[config.mk]
export PLATFORM = sky130hd
export DESIGN_NAME = adc_serial_port
export DESIGN_NICKNAME = d
export VERILOG_FILES = /design/src/rtl/asp_pkg.sv /design/src/rtl/asp_edge_decode.sv /design/src/rtl/asp_conv_timer.sv /design/src/rtl/asp_dclk_sync.sv /design/src/rtl/asp_shifter.sv /design/src/rtl/adc_serial_port.sv
export SDC_FILE = /design/constraint.sdc
export NUM_CORES = 1
export LEC_CHECK = 0
export ABC_AREA = 1
export BUFFER_PORTS_ARGS = -buffer_cell sky130_fd_sc_hd__clkbuf_2
export CAP_MARGIN = 20
export CORE_UTILIZATION = 35
export CTS_BUF_LIST = sky130_fd_sc_hd__clkbuf_8
export CTS_CLUSTER_DIAMETER = 50
export CTS_CLUSTER_SIZE = 20
export DETAILED_ROUTE_END_ITERATION = 7
export GPL_TIMING_DRIVEN = 0
export SLEW_MARGIN = 30
export SYNTH_ARGS = -nofsm -noshare
export SYNTH_HDL_FRONTEND = slang
export SYNTH_SLANG_ARGS = --single-unit
export TNS_END_PERCENT = 20
[constraint.sdc]
create_clock -name clk -period 3.5 [get_ports clk]
set_input_delay 0.7 -clock clk [delete_from_list [all_inputs] [get_ports clk]]
set_output_delay 0.7 -clock clk [all_outputs]
set_load 0.02 [all_outputs]
[src/rtl/asp_pkg.sv]
package asp_pkg;
  typedef enum logic [1:0] {
    XR_IDLE,
    XR_SYNC,
    XR_STREAM
  } xread_e;
endpackage

[src/rtl/asp_edge_decode.sv]
module asp_edge_decode (
  input  logic clk,
  input  logic rst,
  input  logic cs_n,
  input  logic rd_conv,
  input  logic busy_n,
  input  logic pwr_down,
  input  logic ext_mode,
  output logic conv_go,
  output logic read_go
);
  logic cs_s, rc_s, cs_d, rc_d;
  logic cs_fall, rc_fall, rc_rise;
  logic conv_req, read_req;

  always_ff @(posedge clk) begin
    if (rst) begin
      cs_s <= 1'b1;
      rc_s <= 1'b1;
      cs_d <= 1'b1;
      rc_d <= 1'b1;
    end else begin
      cs_s <= cs_n;
      rc_s <= rd_conv;
      cs_d <= cs_s;
      rc_d <= rc_s;
    end
  end

  always_comb begin
    cs_fall  = cs_d & ~cs_s;
    rc_fall  = rc_d & ~rc_s;
    rc_rise  = ~rc_d & rc_s;
    conv_req = (~cs_s & rc_fall) | (~rc_s & cs_fall);
    read_req = (~cs_s & rc_rise) | (rc_s & cs_fall);
    conv_go  = conv_req & busy_n & ~pwr_down;
    read_go  = read_req & ext_mode;
  end
endmodule

[src/rtl/asp_conv_timer.sv]
module asp_conv_timer #(
  parameter int WORD_W      = 16,
  parameter int CONV_CYCLES = 40
) (
  input  logic              clk,
  input  logic              rst,
  input  logic              conv_go,
  input  logic [WORD_W-1:0] sample_in,
  input  logic              fmt_straight,
  output logic              busy_n,
  output logic [WORD_W-1:0] result
);
  localparam int CNT_W = $clog2(CONV_CYCLES + 1);
  localparam logic [CNT_W-1:0] CNT_START = CNT_W'(CONV_CYCLES - 1);

  logic [CNT_W-1:0]  cnt;
  logic [WORD_W-1:0] held;
  logic [WORD_W-1:0] coded;

  always_comb begin
    coded = sample_in;
    if (fmt_straight) coded[WORD_W-1] = ~sample_in[WORD_W-1];
  end

  always_ff @(posedge clk) begin
    if (rst) begin
      busy_n <= 1'b1;
      cnt    <= '0;
      held   <= '0;
      result <= '0;
    end else if (busy_n) begin
      if (conv_go) begin
        busy_n <= 1'b0;
        cnt    <= CNT_START;
        held   <= coded;
      end
    end else if (cnt == '0) begin
      busy_n <= 1'b1;
      result <= held;
    end else begin
      cnt <= cnt - 1'b1;
    end
  end
endmodule

[src/rtl/asp_dclk_sync.sv]
module asp_dclk_sync #(
  parameter int STAGES = 2
) (
  input  logic clk,
  input  logic rst,
  input  logic ext_dclk,
  output logic rise
);
  logic [STAGES:0] pipe;

  always_ff @(posedge clk) begin
    if (rst) pipe <= '0;
    else     pipe <= {pipe[STAGES-1:0], ext_dclk};
  end

  assign rise = pipe[STAGES-1] & ~pipe[STAGES];
endmodule

[src/rtl/asp_shifter.sv]
module asp_shifter
  import asp_pkg::*;
#(
  parameter int WORD_W   = 16,
  parameter int CLK_HALF = 4
) (
  input  logic              clk,
  input  logic              rst,
  input  logic              ext_mode,
  input  logic              int_load,
  input  logic              ext_load,
  input  logic              ext_rise,
  input  logic              tag_in,
  input  logic [WORD_W-1:0] word,
  output logic              dout,
  output logic              dclk_o,
  output logic              sync_o
);
  localparam int IC_W = (2 * CLK_HALF > 1) ? $clog2(2 * CLK_HALF) : 1;
  localparam int NS_W = $clog2(WORD_W + 1);
  localparam logic [IC_W-1:0] IC_MID  = IC_W'(CLK_HALF - 1);
  localparam logic [IC_W-1:0] IC_END  = IC_W'(2 * CLK_HALF - 1);
  localparam logic [NS_W-1:0] NS_LAST = NS_W'(WORD_W);

  logic [WORD_W-1:0] sh;
  logic [IC_W-1:0]   icnt;
  logic [NS_W-1:0]   nshift;
  logic              int_run;
  logic              tag_hold;
  xread_e            xst;

  always_ff @(posedge clk) begin
    if (rst) begin
      sh       <= '0;
      icnt     <= '0;
      nshift   <= '0;
      int_run  <= 1'b0;
      tag_hold <= 1'b0;
      xst      <= XR_IDLE;
      dout     <= 1'b0;
      dclk_o   <= 1'b0;
      sync_o   <= 1'b0;
    end else if (int_load) begin
      dout     <= word[WORD_W-1];
      sh       <= {word[WORD_W-2:0], tag_in};
      tag_hold <= tag_in;
      nshift   <= NS_W'(1);
      icnt     <= '0;
      dclk_o   <= 1'b0;
      int_run  <= 1'b1;
      xst      <= XR_IDLE;
      sync_o   <= 1'b0;
    end else if (ext_load) begin
      sh      <= word;
      xst     <= XR_SYNC;
      int_run <= 1'b0;
      dclk_o  <= 1'b0;
      sync_o  <= 1'b0;
    end else begin
      if (int_run) begin
        if (icnt == IC_MID) dclk_o <= 1'b1;
        if (icnt == IC_END) begin
          icnt   <= '0;
          dclk_o <= 1'b0;
          dout   <= sh[WORD_W-1];
          if (nshift == NS_LAST) begin
            int_run <= 1'b0;
          end else begin
            sh     <= {sh[WORD_W-2:0], tag_hold};
            nshift <= nshift + 1'b1;
          end
        end else begin
          icnt <= icnt + 1'b1;
        end
      end
      if (ext_rise && ext_mode) begin
        case (xst)
          XR_SYNC: begin
            sync_o <= 1'b1;
            xst    <= XR_STREAM;
          end
          XR_STREAM: begin
            sync_o <= 1'b0;
            dout   <= sh[WORD_W-1];
            sh     <= {sh[WORD_W-2:0], tag_in};
          end
          default: sync_o <= 1'b0;
        endcase
      end
    end
  end
endmodule

[src/rtl/adc_serial_port.sv]
module adc_serial_port #(
  parameter int WORD_W      = 16,
  parameter int CONV_CYCLES = 40,
  parameter int CLK_HALF    = 4,
  parameter int SYNC_STAGES = 2
) (
  input  logic              clk,
  input  logic              rst,
  input  logic              cs_n,
  input  logic              rd_conv,
  input  logic              ext_mode,
  input  logic              fmt_straight,
  input  logic              pwr_down,
  input  logic              tag_in,
  input  logic [WORD_W-1:0] sample_in,
  input  logic              ext_dclk,
  output logic              busy_n,
  output logic              dout,
  output logic              dclk_o,
  output logic              sync_o
);
  logic              conv_go;
  logic              read_go;
  logic              ext_rise;
  logic              int_load;
  logic [WORD_W-1:0] result;

  asp_edge_decode u_dec (
    .clk      (clk),
    .rst      (rst),
    .cs_n     (cs_n),
    .rd_conv  (rd_conv),
    .busy_n   (busy_n),
    .pwr_down (pwr_down),
    .ext_mode (ext_mode),
    .conv_go  (conv_go),
    .read_go  (read_go)
  );

  asp_conv_timer #(
    .WORD_W      (WORD_W),
    .CONV_CYCLES (CONV_CYCLES)
  ) u_timer (
    .clk          (clk),
    .rst          (rst),
    .conv_go      (conv_go),
    .sample_in    (sample_in),
    .fmt_straight (fmt_straight),
    .busy_n       (busy_n),
    .result       (result)
  );

  asp_dclk_sync #(
    .STAGES (SYNC_STAGES)
  ) u_sync (
    .clk      (clk),
    .rst      (rst),
    .ext_dclk (ext_dclk),
    .rise     (ext_rise)
  );

  assign int_load = conv_go & ~ext_mode;

  asp_shifter #(
    .WORD_W   (WORD_W),
    .CLK_HALF (CLK_HALF)
  ) u_shift (
    .clk      (clk),
    .rst      (rst),
    .ext_mode (ext_mode),
    .int_load (int_load),
    .ext_load (read_go),
    .ext_rise (ext_rise),
    .tag_in   (tag_in),
    .word     (result),
    .dout     (dout),
    .dclk_o   (dclk_o),
    .sync_o   (sync_o)
  );
endmodule

==> reports/metrics.cfg, run 1 <==
[synth]
avgSynthCellArea_um2=7.15
ys_warn_count=0
synth_cells=462
synth_cell_types=24
syn_area_mm2=0.00330
seq_area_frac_synth_pct=46.6
ys_seq_elements=77
synth_nets=494

[sta]
setup_viol=0
worst_pin_slew_ns=0.496
report.final.slew_viol_count=0
hold_viol=0
totalNegativeSetupSlack_ns=0
relSlewSlack_pct=66.9
fin_hold_ws_ns=0.406
fin_crit_sh_pct=52.8
fin_skew_ns=0.00756
fmax_mhz=541
postLayoutSetupSlackWorst_ns=1.65
min_period_ns=1.85
grt_setup_unrepaired=false

[min_path]
min_from=u_sync.pipe[0]
hold_path_class=reg -> reg

[run_status]
violations=DRC
outcome=complete, but fails checks

[setup_path]
cp_slowest_stage_delay_ns=0.36
arrival_ns=2.10
crit_path_cell_trace=ha_1, ha_1, nand2_1, inv_1, nand2_1, nand2_2, inv_1, buf_6, nand2_1, nand3_1, nand2_1, nand2_1
worst-path-buf-inv=3
crit_family=simple AND/OR/NAND/NOR gates
reg2reg_from=u_shift.icnt[0]
worstPathMaxFanout=10
worst_setup_path_start_kind=flop
critPathKind=reg -> reg
crit_top_cell=nand2_1
crit_slowest_cell=dfxtp_1
end_kind=flop
setup.worst_path.start=u_shift.icnt[0]
required_ns=3.76

[clock_network]
cts_sinks=77
cts_buffers=9
cts.htree.levels=3
worstSkewPairLatency_ns=0.36
clkTransAtPathRegs_ns=0.08
cts-hold-fix-buffers=0
cts_buffer_depth=2
tritoncts=built
post-cts-setup-buffers=0
cts_resized=0
root_buffer=clkbuf_8

[drt]
drcViolationCount=2
dr.first_iter.drc_count=139
wl_um=6900
num_vias=2880
wl_per_cell_um=11.2
dr.pass1.iters=6
viasPerCell=4.67
postRouteAntennaNets=0

[global_route]
grt_use_total_pct=15.7
grt_max_degree=16
gr-total-overflow=0
grt_pass1_vias=2705
antenna_found_initial=0
grt_pass1_wl_um=12300

[cells_and_area]
n_antenna_cell=0
seqCellArea_mm2=0.00154
nFillCells=953
fin_util_pct=41.2
multiInputGateArea_mm2=0.00148
final_cells=617
layout-drive-gt1-share_pct=13.2
layout.nets=533
syn2layout_area_growth_pct=14.7
final_cell_mix=nand2_1, dfxtp_1, a21oi_1, nor2_1, inv_1
final_cell_area_mm2=0.00379
layout_commonest_cell=nand2_1

[die]
dieArea_mm2=0.00983
io_pins=29
die_w_um=99.2
core-area_mm2=0.00920
start_util_pct=35.9
die_y_um=99.2
placementRows=35

[place]
io_buffers=28
placed_area_mm2=0.00358
place_ws_ns=1.47
place_hpwl_um=5060
dpl.cell_count=601
gp_congestion=0.777

[power_and_ir_drop]
seq_power_share_pct=53.1
p_int_mw=1.28
p_clk_share_pct=40.9
ir_worst_vdd_mv=0.247
p_sw_share_pct=25.3
power_density_mw_per_mm2=451
pwr-share-comb_pct=6.0
switchingPower_mw=0.432
power_mw=1.71
total_leakage_power_nw=1.75

[run]
cap_violations=0

## flip-flops by register name, summed over array words and instances, names as in the netlist, 2 cells and up
register / cells
u_shift.nshift: 5
u_shift.sh: 16
u_timer.cnt: 6
u_shift.icnt: 3
u_timer.held: 16
u_shift.xst: 2
u_timer.result: 16
u_sync.pipe: 3
## Yosys cell counts (all sizes together)
cell	number	share of area, %
nand3b	1	0.23
dfxtp	77	47
ha	7	2.7
nor2	51	6.4
o21ai	41	6.2
nor3	1	0.15
nand3	27	4.2
buf	10	2.0
nand2	126	14
a21oi	50	7.6
nand4	4	0.76
or2	5	0.95
inv	47	5.3
xor2	4	1.1
xnor2	1	0.27
clkbuf	10	1.1
## power groups by stage
stage | Clock, mW | Combinational, mW | Sequential [mW]
after floorplan | 0 | 0.0695 | 0.927
after global placement | 0 | 0.101 | 0.928
after detailed placement | 0 | 0.103 | 0.929
after CTS | 0.716 | 0.104 | 0.908
after global routing | 0.758 | 0.122 | 0.911
final | 0.700 | 0.103 | 0.908
## metal layers
| layer | track usage [%] | share of wire (%) |
|---|---|---|
| met1 | 20.0 | 49 |
| met2 | 25.7 | 46 |
| met3 | 2.67 | 3.0 |
| met4 | 8.26 | 2.3 |
| met5 | 0 | 0 |
## cells by family (layout without fill, tap and decap cells)
group,Yosys count,in the layout,share of synthesized area [%]
simple gates,215,215,27.1
compound gates,91,91,13.8
flops,77,77,46.6
buf+inv,67,111,8.48
fa+ha+maj,7,7,2.65
xor+xnor,5,5,1.33
## final timing paths
check / end / slack (ns) / cells past startpoint
worst max-delay path: u_shift.sh[13] / 1.65 / 12
worst min-delay path: u_sync.pipe[1] / 0.41 / 2
worst max register to register: u_shift.sh[13] / 1.65 / 12
worst min register to register: u_sync.pipe[1] / 0.41 / 2
## layout make-up
class,count,share of cell area (%)
Sequential cell,77,40.7
Timing Repair Buffer,28,3.70
Buffer,20,2.74
Clock inverter,7,2.15
Inverter,47,4.66
Clock buffer,9,3.27
Multi-Input combinational cell,318,39.1
Tap cell,111,3.67
## tightest hold or removal path: cells and delay by family, from the launching register on
| family | cells | cell delay, ns |
|---|---|---|
| buffers and inverters | 1 | 0.04 |
| flip-flops | 1 | 0.30 |
| AND/OR/NAND/NOR | 1 | 0.03 |
Note: power is estimated with default switching activity, not from simulation.
==> run 2: changes to the inputs <==
==> constraint.sdc (replaced) <==
create_clock -name clk -period 1.8 [get_ports clk]
set_input_delay 0.36 -clock clk [delete_from_list [all_inputs] [get_ports clk]]
set_output_delay 0.36 -clock clk [all_outputs]
set_load 0.02 [all_outputs]
==> reports/metrics.cfg, run 2 (synthesized netlist as in run 1, its figures left out) <==
[run_status]
outcome=complete, but fails checks
violations=DRC

[drt]
wl_um=6940  ; +0.55%
postRouteAntennaNets=0  ; unchanged
num_vias=2888  ; +0.28%
wl_per_cell_um=11.2  ; +0.39%
dr.first_iter.drc_count=137  ; -1.4%
viasPerCell=4.67  ; +0.12%
dr.pass1.iters=6  ; unchanged
drcViolationCount=2  ; unchanged

[place]
place_ws_ns=-0.0298  ; -1.50 ns
place_hpwl_um=5060  ; unchanged
gp_congestion=0.777  ; unchanged
io_buffers=28  ; unchanged
placed_area_mm2=0.00358  ; unchanged

[setup_path]
worst_setup_path_start_kind=flop
required_ns=2.05  ; -1.71 ns
arrival_ns=1.86  ; -0.24 ns
critPathKind=reg -> reg
end_kind=flop
worstPathMaxFanout=10  ; unchanged

[clock_network]
cts_buffers=9  ; unchanged
clkTransAtPathRegs_ns=0.08  ; about the same
cts-hold-fix-buffers=0  ; unchanged
root_buffer=clkbuf_8
worstSkewPairLatency_ns=0.36  ; about the same
cts.htree.levels=3  ; unchanged
cts_sinks=77  ; unchanged
tritoncts=built
cts_buffer_depth=2  ; unchanged

[sta]
fmax_mhz=623  ; +15%
min_period_ns=1.61  ; -0.242 ns
fin_skew_ns=0.00880  ; +0.00124 ns
hold_viol=0  ; unchanged
postLayoutSetupSlackWorst_ns=0.194  ; -1.46 ns
relSlewSlack_pct=67.0  ; about the same
fin_crit_sh_pct=89.2  ; +36 points
fin_hold_ws_ns=0.188  ; -0.218 ns
worst_pin_slew_ns=0.496  ; -0.000193 ns
report.final.slew_viol_count=0  ; unchanged
setup_viol=0  ; unchanged

[die]
core-area_mm2=0.00920  ; unchanged
io_pins=29  ; unchanged
die_w_um=99.2  ; unchanged
die_y_um=99.2  ; unchanged
placementRows=35  ; unchanged
dieArea_mm2=0.00983  ; unchanged
start_util_pct=35.9  ; unchanged

[cells_and_area]
n_antenna_cell=0  ; unchanged
layout-drive-gt1-share_pct=15.6  ; +2.3 points
layout_commonest_cell=nand2_1
layout.nets=534  ; +0.19%
final_cell_area_mm2=0.00382  ; +0.92%
fin_util_pct=41.6  ; +0.38 points
reg.largest.list=u_shift.sh x16, u_timer.held x16, u_timer.result x16
final_cell_mix=nand2_1, dfxtp_1, a21oi_1, nor2_1, inv_1
syn2layout_area_growth_pct=15.7

[global_route]
grt_pass1_wl_um=12300  ; +0.28%
antenna_found_initial=0  ; unchanged
grt_use_total_pct=15.7  ; +0.045 points
gr-total-overflow=0  ; unchanged
grt_max_degree=16  ; unchanged
grt_pass1_vias=2709  ; +0.15%

[power_and_ir_drop]
total_leakage_power_nw=1.76  ; +0.21%
ir_worst_vdd_mv=0.480  ; +94%
power_density_mw_per_mm2=868  ; +92%

[min_path]
hold_path_class=in -> reg

[run]
cap_violations=0  ; unchanged

run 2: changes by cell type in the layout (fill, tap and decap cells not counted), moves of 2 or more:
cell / previous run / this run
inv_2: 3 / 5
nand2_2: 1 / 3
dfxtp_2: 0 / 3
dfxtp_1: 77 / 74
inv_1: 44 / 42
nand2_1: 125 / 123
ha_1: 7 / 5
run 2: per-layer routing:
layer	share of wire [%]	vias to the layer above	track usage, %
met5	0	-	0
met4	2.4	0	8.26
met3	2.4	12	2.67
met2	46	48	25.8
met1	49	1281	20.0
li1	-	1547	-
run 2: metrics by stage:
stage / TNS, ns / power, mW / instances
after floorplan: 0 / 1.94 / 462
after global routing: -0.0000748 / 3.48 / 618
after global placement: -0.183 / 2.00 / 601
final: 0 / 3.32 / 618
after CTS: 0 / 3.36 / 618
after detailed placement: -0.165 / 2.01 / 601
run 2: where the power goes:
part	internal (mW)	leakage (nW)	switching, mW
clock network	0.662	0.101	0.692
registers	1.74	0.625	0.0214
logic	0.0801	1.03	0.121
total	2.49	1.76	0.834
run 2: path summary, 6_finish.rpt:
| path | endpoint | depth (start not counted) | slack (ns) | from |
|---|---|---|---|---|
| worst max-delay path | u_shift.sh[13] | 12 | 0.19 | u_shift.icnt[0] |
| worst min-delay path | u_dec.rc_s | 2 | 0.19 | rd_conv |
| worst max register to register | u_shift.sh[13] | 12 | 0.19 | u_shift.icnt[0] |
| worst min register to register | u_sync.pipe[1] | 2 | 0.41 | u_sync.pipe[0] |
run 2: timing repair:
action	in CTS	in global routing
endpoints found under the setup margin	10	30
gates resized for setup	1	13
setup buffers	1	0
gates cloned	0	0
pin swaps	1	0
run 2: final cells by class:
class                           instances  area, um2
Sequential cell                        77       1550
Buffer                                 20        105
Clock buffer                            9        124
Inverter                               47        176
Multi-Input combinational cell        318       1510
Timing Repair Buffer                   29        148
Tap cell                              111        139
Fill cell                             954       5370
Clock inverter                          7       81.3
run 2: worst max-delay path, cell delays in order, from the launching register on:
cell and delay (ns):
dfxtp_2 0.35, ha_2 0.21, ha_4 0.15, nand2_2 0.07
inv_2 0.09, nand2_2 0.08, nand2_2 0.10, inv_2 0.07
buf_6 0.14, nand2_1 0.05, nand3_1 0.06, nand2_1 0.09
nand2_1 0.05
==> run 3: changes to the inputs <==
--- a/config.mk
+++ b/config.mk
@@ -5,7 +5,6 @@
 export SDC_FILE = /design/constraint.sdc
 export NUM_CORES = 1
 export LEC_CHECK = 0
-export ABC_AREA = 1
 export BUFFER_PORTS_ARGS = -buffer_cell sky130_fd_sc_hd__clkbuf_2
 export CAP_MARGIN = 20
 export CORE_UTILIZATION = 35
==> reports/metrics.cfg, run 3 <==
[global_route]
grt_pass1_vias=3302  ; +22%
grt_max_degree=15  ; -1
grt_pass1_wl_um=16000  ; +30%
antenna_found_initial=0  ; unchanged
gr-total-overflow=0  ; unchanged
grt_use_total_pct=18.2  ; +2.5 points

[clock_network]
cts.htree.levels=3  ; unchanged
tritoncts=built
root_buffer=clkbuf_8
cts_buffers=9  ; unchanged
clkTransAtPathRegs_ns=0.09  ; about the same
worstSkewPairLatency_ns=0.35  ; about the same
cts_buffer_depth=2  ; unchanged
cts_sinks=77  ; unchanged

[drt]
wl_um=9560  ; +38%
num_vias=3396  ; +18%
drcViolationCount=0  ; -2
viasPerCell=5.40  ; +16%
wl_per_cell_um=15.2  ; +35%
postRouteAntennaNets=0  ; unchanged
dr.pass1.iters=5  ; -1
dr.first_iter.drc_count=152  ; +11%

[run]
cap_violations=0  ; unchanged

[cells_and_area]
syn2layout_area_growth_pct=27.5
layout-drive-gt1-share_pct=25.8  ; +10 points
multiInputGateArea_mm2=0.00204  ; +36%
reg.largest.list=u_shift.sh x16, u_timer.held x16, u_timer.result x16
layout_commonest_cell=dfxtp_1
nFillCells=1013  ; +6.2%
layout.nets=523  ; -2.1%
n_antenna_cell=0  ; unchanged
final_cell_mix=dfxtp_1, a21oi_1, nand2_1, clkbuf_2, inv_1
seqCellArea_mm2=0.00155  ; +0.49%

[setup_path]
crit_family=compound AO/OA/AOI/OAI gates
worst_setup_path_start_kind=flop
crit_slowest_cell=or4bb_1
worstPathMaxFanout=8  ; -2
worst-path-buf-inv=3  ; unchanged
critPathKind=reg -> reg
required_ns=2.02  ; -0.03 ns
cp_slowest_stage_delay_ns=0.40  ; +0.05 ns
crit_path_cell_trace=inv_2, ha_4, or4bb_1, buf_6, buf_16, a32o_1, o211ai_1, a21oi_1
arrival_ns=2.10  ; +0.24 ns
end_kind=flop

[sta]
fin_skew_ns=0.0118  ; +0.00300 ns
fmax_mhz=530  ; -15%
grt_setup_unrepaired=true
min_period_ns=1.89  ; +0.279 ns
setup_viol=17  ; +17
fin_crit_sh_pct=105  ; +16 points
relSlewSlack_pct=62.1  ; -4.9 points
fin_hold_ws_ns=0.187  ; -0.000695 ns
worst_pin_slew_ns=0.555  ; +0.0592 ns
postLayoutSetupSlackWorst_ns=-0.0854  ; -0.279 ns
hold_viol=0  ; unchanged
report.final.slew_viol_count=0  ; unchanged

[die]
die_y_um=104  ; +4.8%
start_util_pct=36.7  ; +0.76 points
die_w_um=104  ; +4.8%
io_pins=29  ; unchanged
dieArea_mm2=0.0108  ; +9.8%
placementRows=36  ; +2.9%
core-area_mm2=0.00991  ; +7.8%

[synth]
synth-xor-area-share_pct=0.964  ; -0.36 points
yosysMostFrequentCell=dfxtp_1
syn_area_mm2=0.00364  ; +10%
synthFlopType=dfxtp_1
synth_common_cells=dfxtp_1, a21oi_1, nand2_1
synth_compound_area_share_pct=27.0  ; +13 points
synth-simple-area-share_pct=19.3  ; -7.8 points
avgSynthCellArea_um2=8.36  ; +17%
postSynth.asyncResetShare_pct=0  ; unchanged
synth_nets=467  ; -5.5%
yosysTopAreaCellShare_pct=42.4  ; -4.3 points
synth_cell_types=40  ; +67%
ys_seq_elements=77  ; unchanged
yosys-top-cells-area=dfxtp_1, a21oi_1, nand2_1, a32o_1, a221oi_1
synth-edff-count=0  ; unchanged
ys_warn_count=0  ; unchanged
seq_area_frac_synth_pct=42.4  ; -4.3 points
synthAdderAreaFrac_pct=2.41  ; -0.24 points
synth_cells=435  ; -5.8%
yosysTopAreaCell=dfxtp_1
synth.area.mux_share_pct=0.826  ; +0.83 points
synth_top_family_by_area=compound AO/OA/AOI/OAI gates

[min_path]
hold_path_class=in -> reg

[power_and_ir_drop]
total_leakage_power_nw=1.69  ; -3.9%
ir_worst_vdd_mv=0.487  ; +1.5%
power_density_mw_per_mm2=707  ; -19%
power_mw=3.28  ; -1.3%

[place]
io_buffers=28  ; unchanged
gp_congestion=0.796  ; +2.4%
place_hpwl_um=6460  ; +28%

[run_status]
outcome=complete, but fails checks
violations=setup timing

==> run 3: cell types whose count changed after synthesis, moves of 14 or more <==
cell      delta
a221oi_1    +15
a22oi_1     +16
o21ai_0     -35
nand2_1     -68
a21oi_1     +14
nor2_1      -38
and3_1      +15
clkbuf_1    +18
a32o_1      +16
inv_1       -19
o211ai_1    +15
==> run 3: worst reg2reg max path, delay by kind of cell, from the launching register on <==
family | cells | cell delay [ns]
AO/OA/AOI/OAI | 3 | 0.50
AND/OR/NAND/NOR | 1 | 0.41
buffers and inverters | 3 | 0.39
flip-flops | 1 | 0.34
adder cells (fa/ha/maj) | 1 | 0.12
==> run 3: cell families after synthesis <==
family          Yosys count
flops                    77
buf+inv                  61
fa+ha+maj                 7
compound gates          145
mux                       3
xor+xnor                  4
simple gates            138
==> run 3: layout make-up <==
| class | count | area share, % |
|---|---|---|
| multi-input cells | 297 | 44.1 |
| flip-flops and latches | 77 | 33.5 |
| repair buffers | 46 | 7.10 |
| plain buffers | 35 | 5.26 |
| well taps | 133 | 3.59 |
| clock buffers | 10 | 2.97 |
| inverters | 25 | 2.02 |
| clock inverters | 6 | 1.46 |
==> run 3: what timing repair did <==
item,CTS,global route
hold buffers,0,0
pin swaps,28,12
endpoints found under the setup margin,60,51
cloned,2,1
setup buffers,14,1
resized for setup,42,34
==> run 3: through the flow <==
step           cells  cell area, um2  utilization [%]  TNS [ns]  setup WS (ns)
4_1_cts          628            4510             45.5    -0.447        -0.0426
3_5_place_dp     596            3970             40.1     -8.16         -0.341
6_report         629            4640             46.8    -0.996        -0.0854
3_3_place_gp     596            3970             40.1     -7.60         -0.339
2_1_floorplan    435            3670                -         0        0.00750
5_1_grt          629            4640             46.8     -2.30         -0.182
==> run 3: where the power goes <==
group	total, mW	switching, mW	internal [mW]
Combinational	0.171	0.110	0.0612
Sequential	1.73	0.0157	1.72
Clock	1.37	0.688	0.686
Total	3.28	0.813	2.46
==> run 3: worst paths after layout <==
path | startpoint | to | slack (ns) | depth (start not counted)
setup / recovery | u_shift.nshift[0] | u_shift.sh[1] | -0.09 | 8
hold / removal | rd_conv | u_dec.rc_s | 0.19 | 2
setup reg to reg | u_shift.nshift[0] | u_shift.sh[1] | -0.09 | 8
hold reg to reg | u_sync.pipe[0] | u_sync.pipe[1] | 0.44 | 1
==> run 3: per-layer routing <==
| metal | routed length (um) | vias to the layer above | global-route usage (%) | share of wire, % |
|---|---|---|---|---|
| met5 | 0 | - | 0 | 0 |
| met4 | 137 | 0 | 6.12 | 1.4 |
| met3 | 351 | 12 | 3.63 | 3.7 |
| met2 | 4580 | 77 | 30.5 | 48 |
| met1 | 4490 | 1598 | 23.4 | 47 |
| li1 | - | 1709 | - | - |
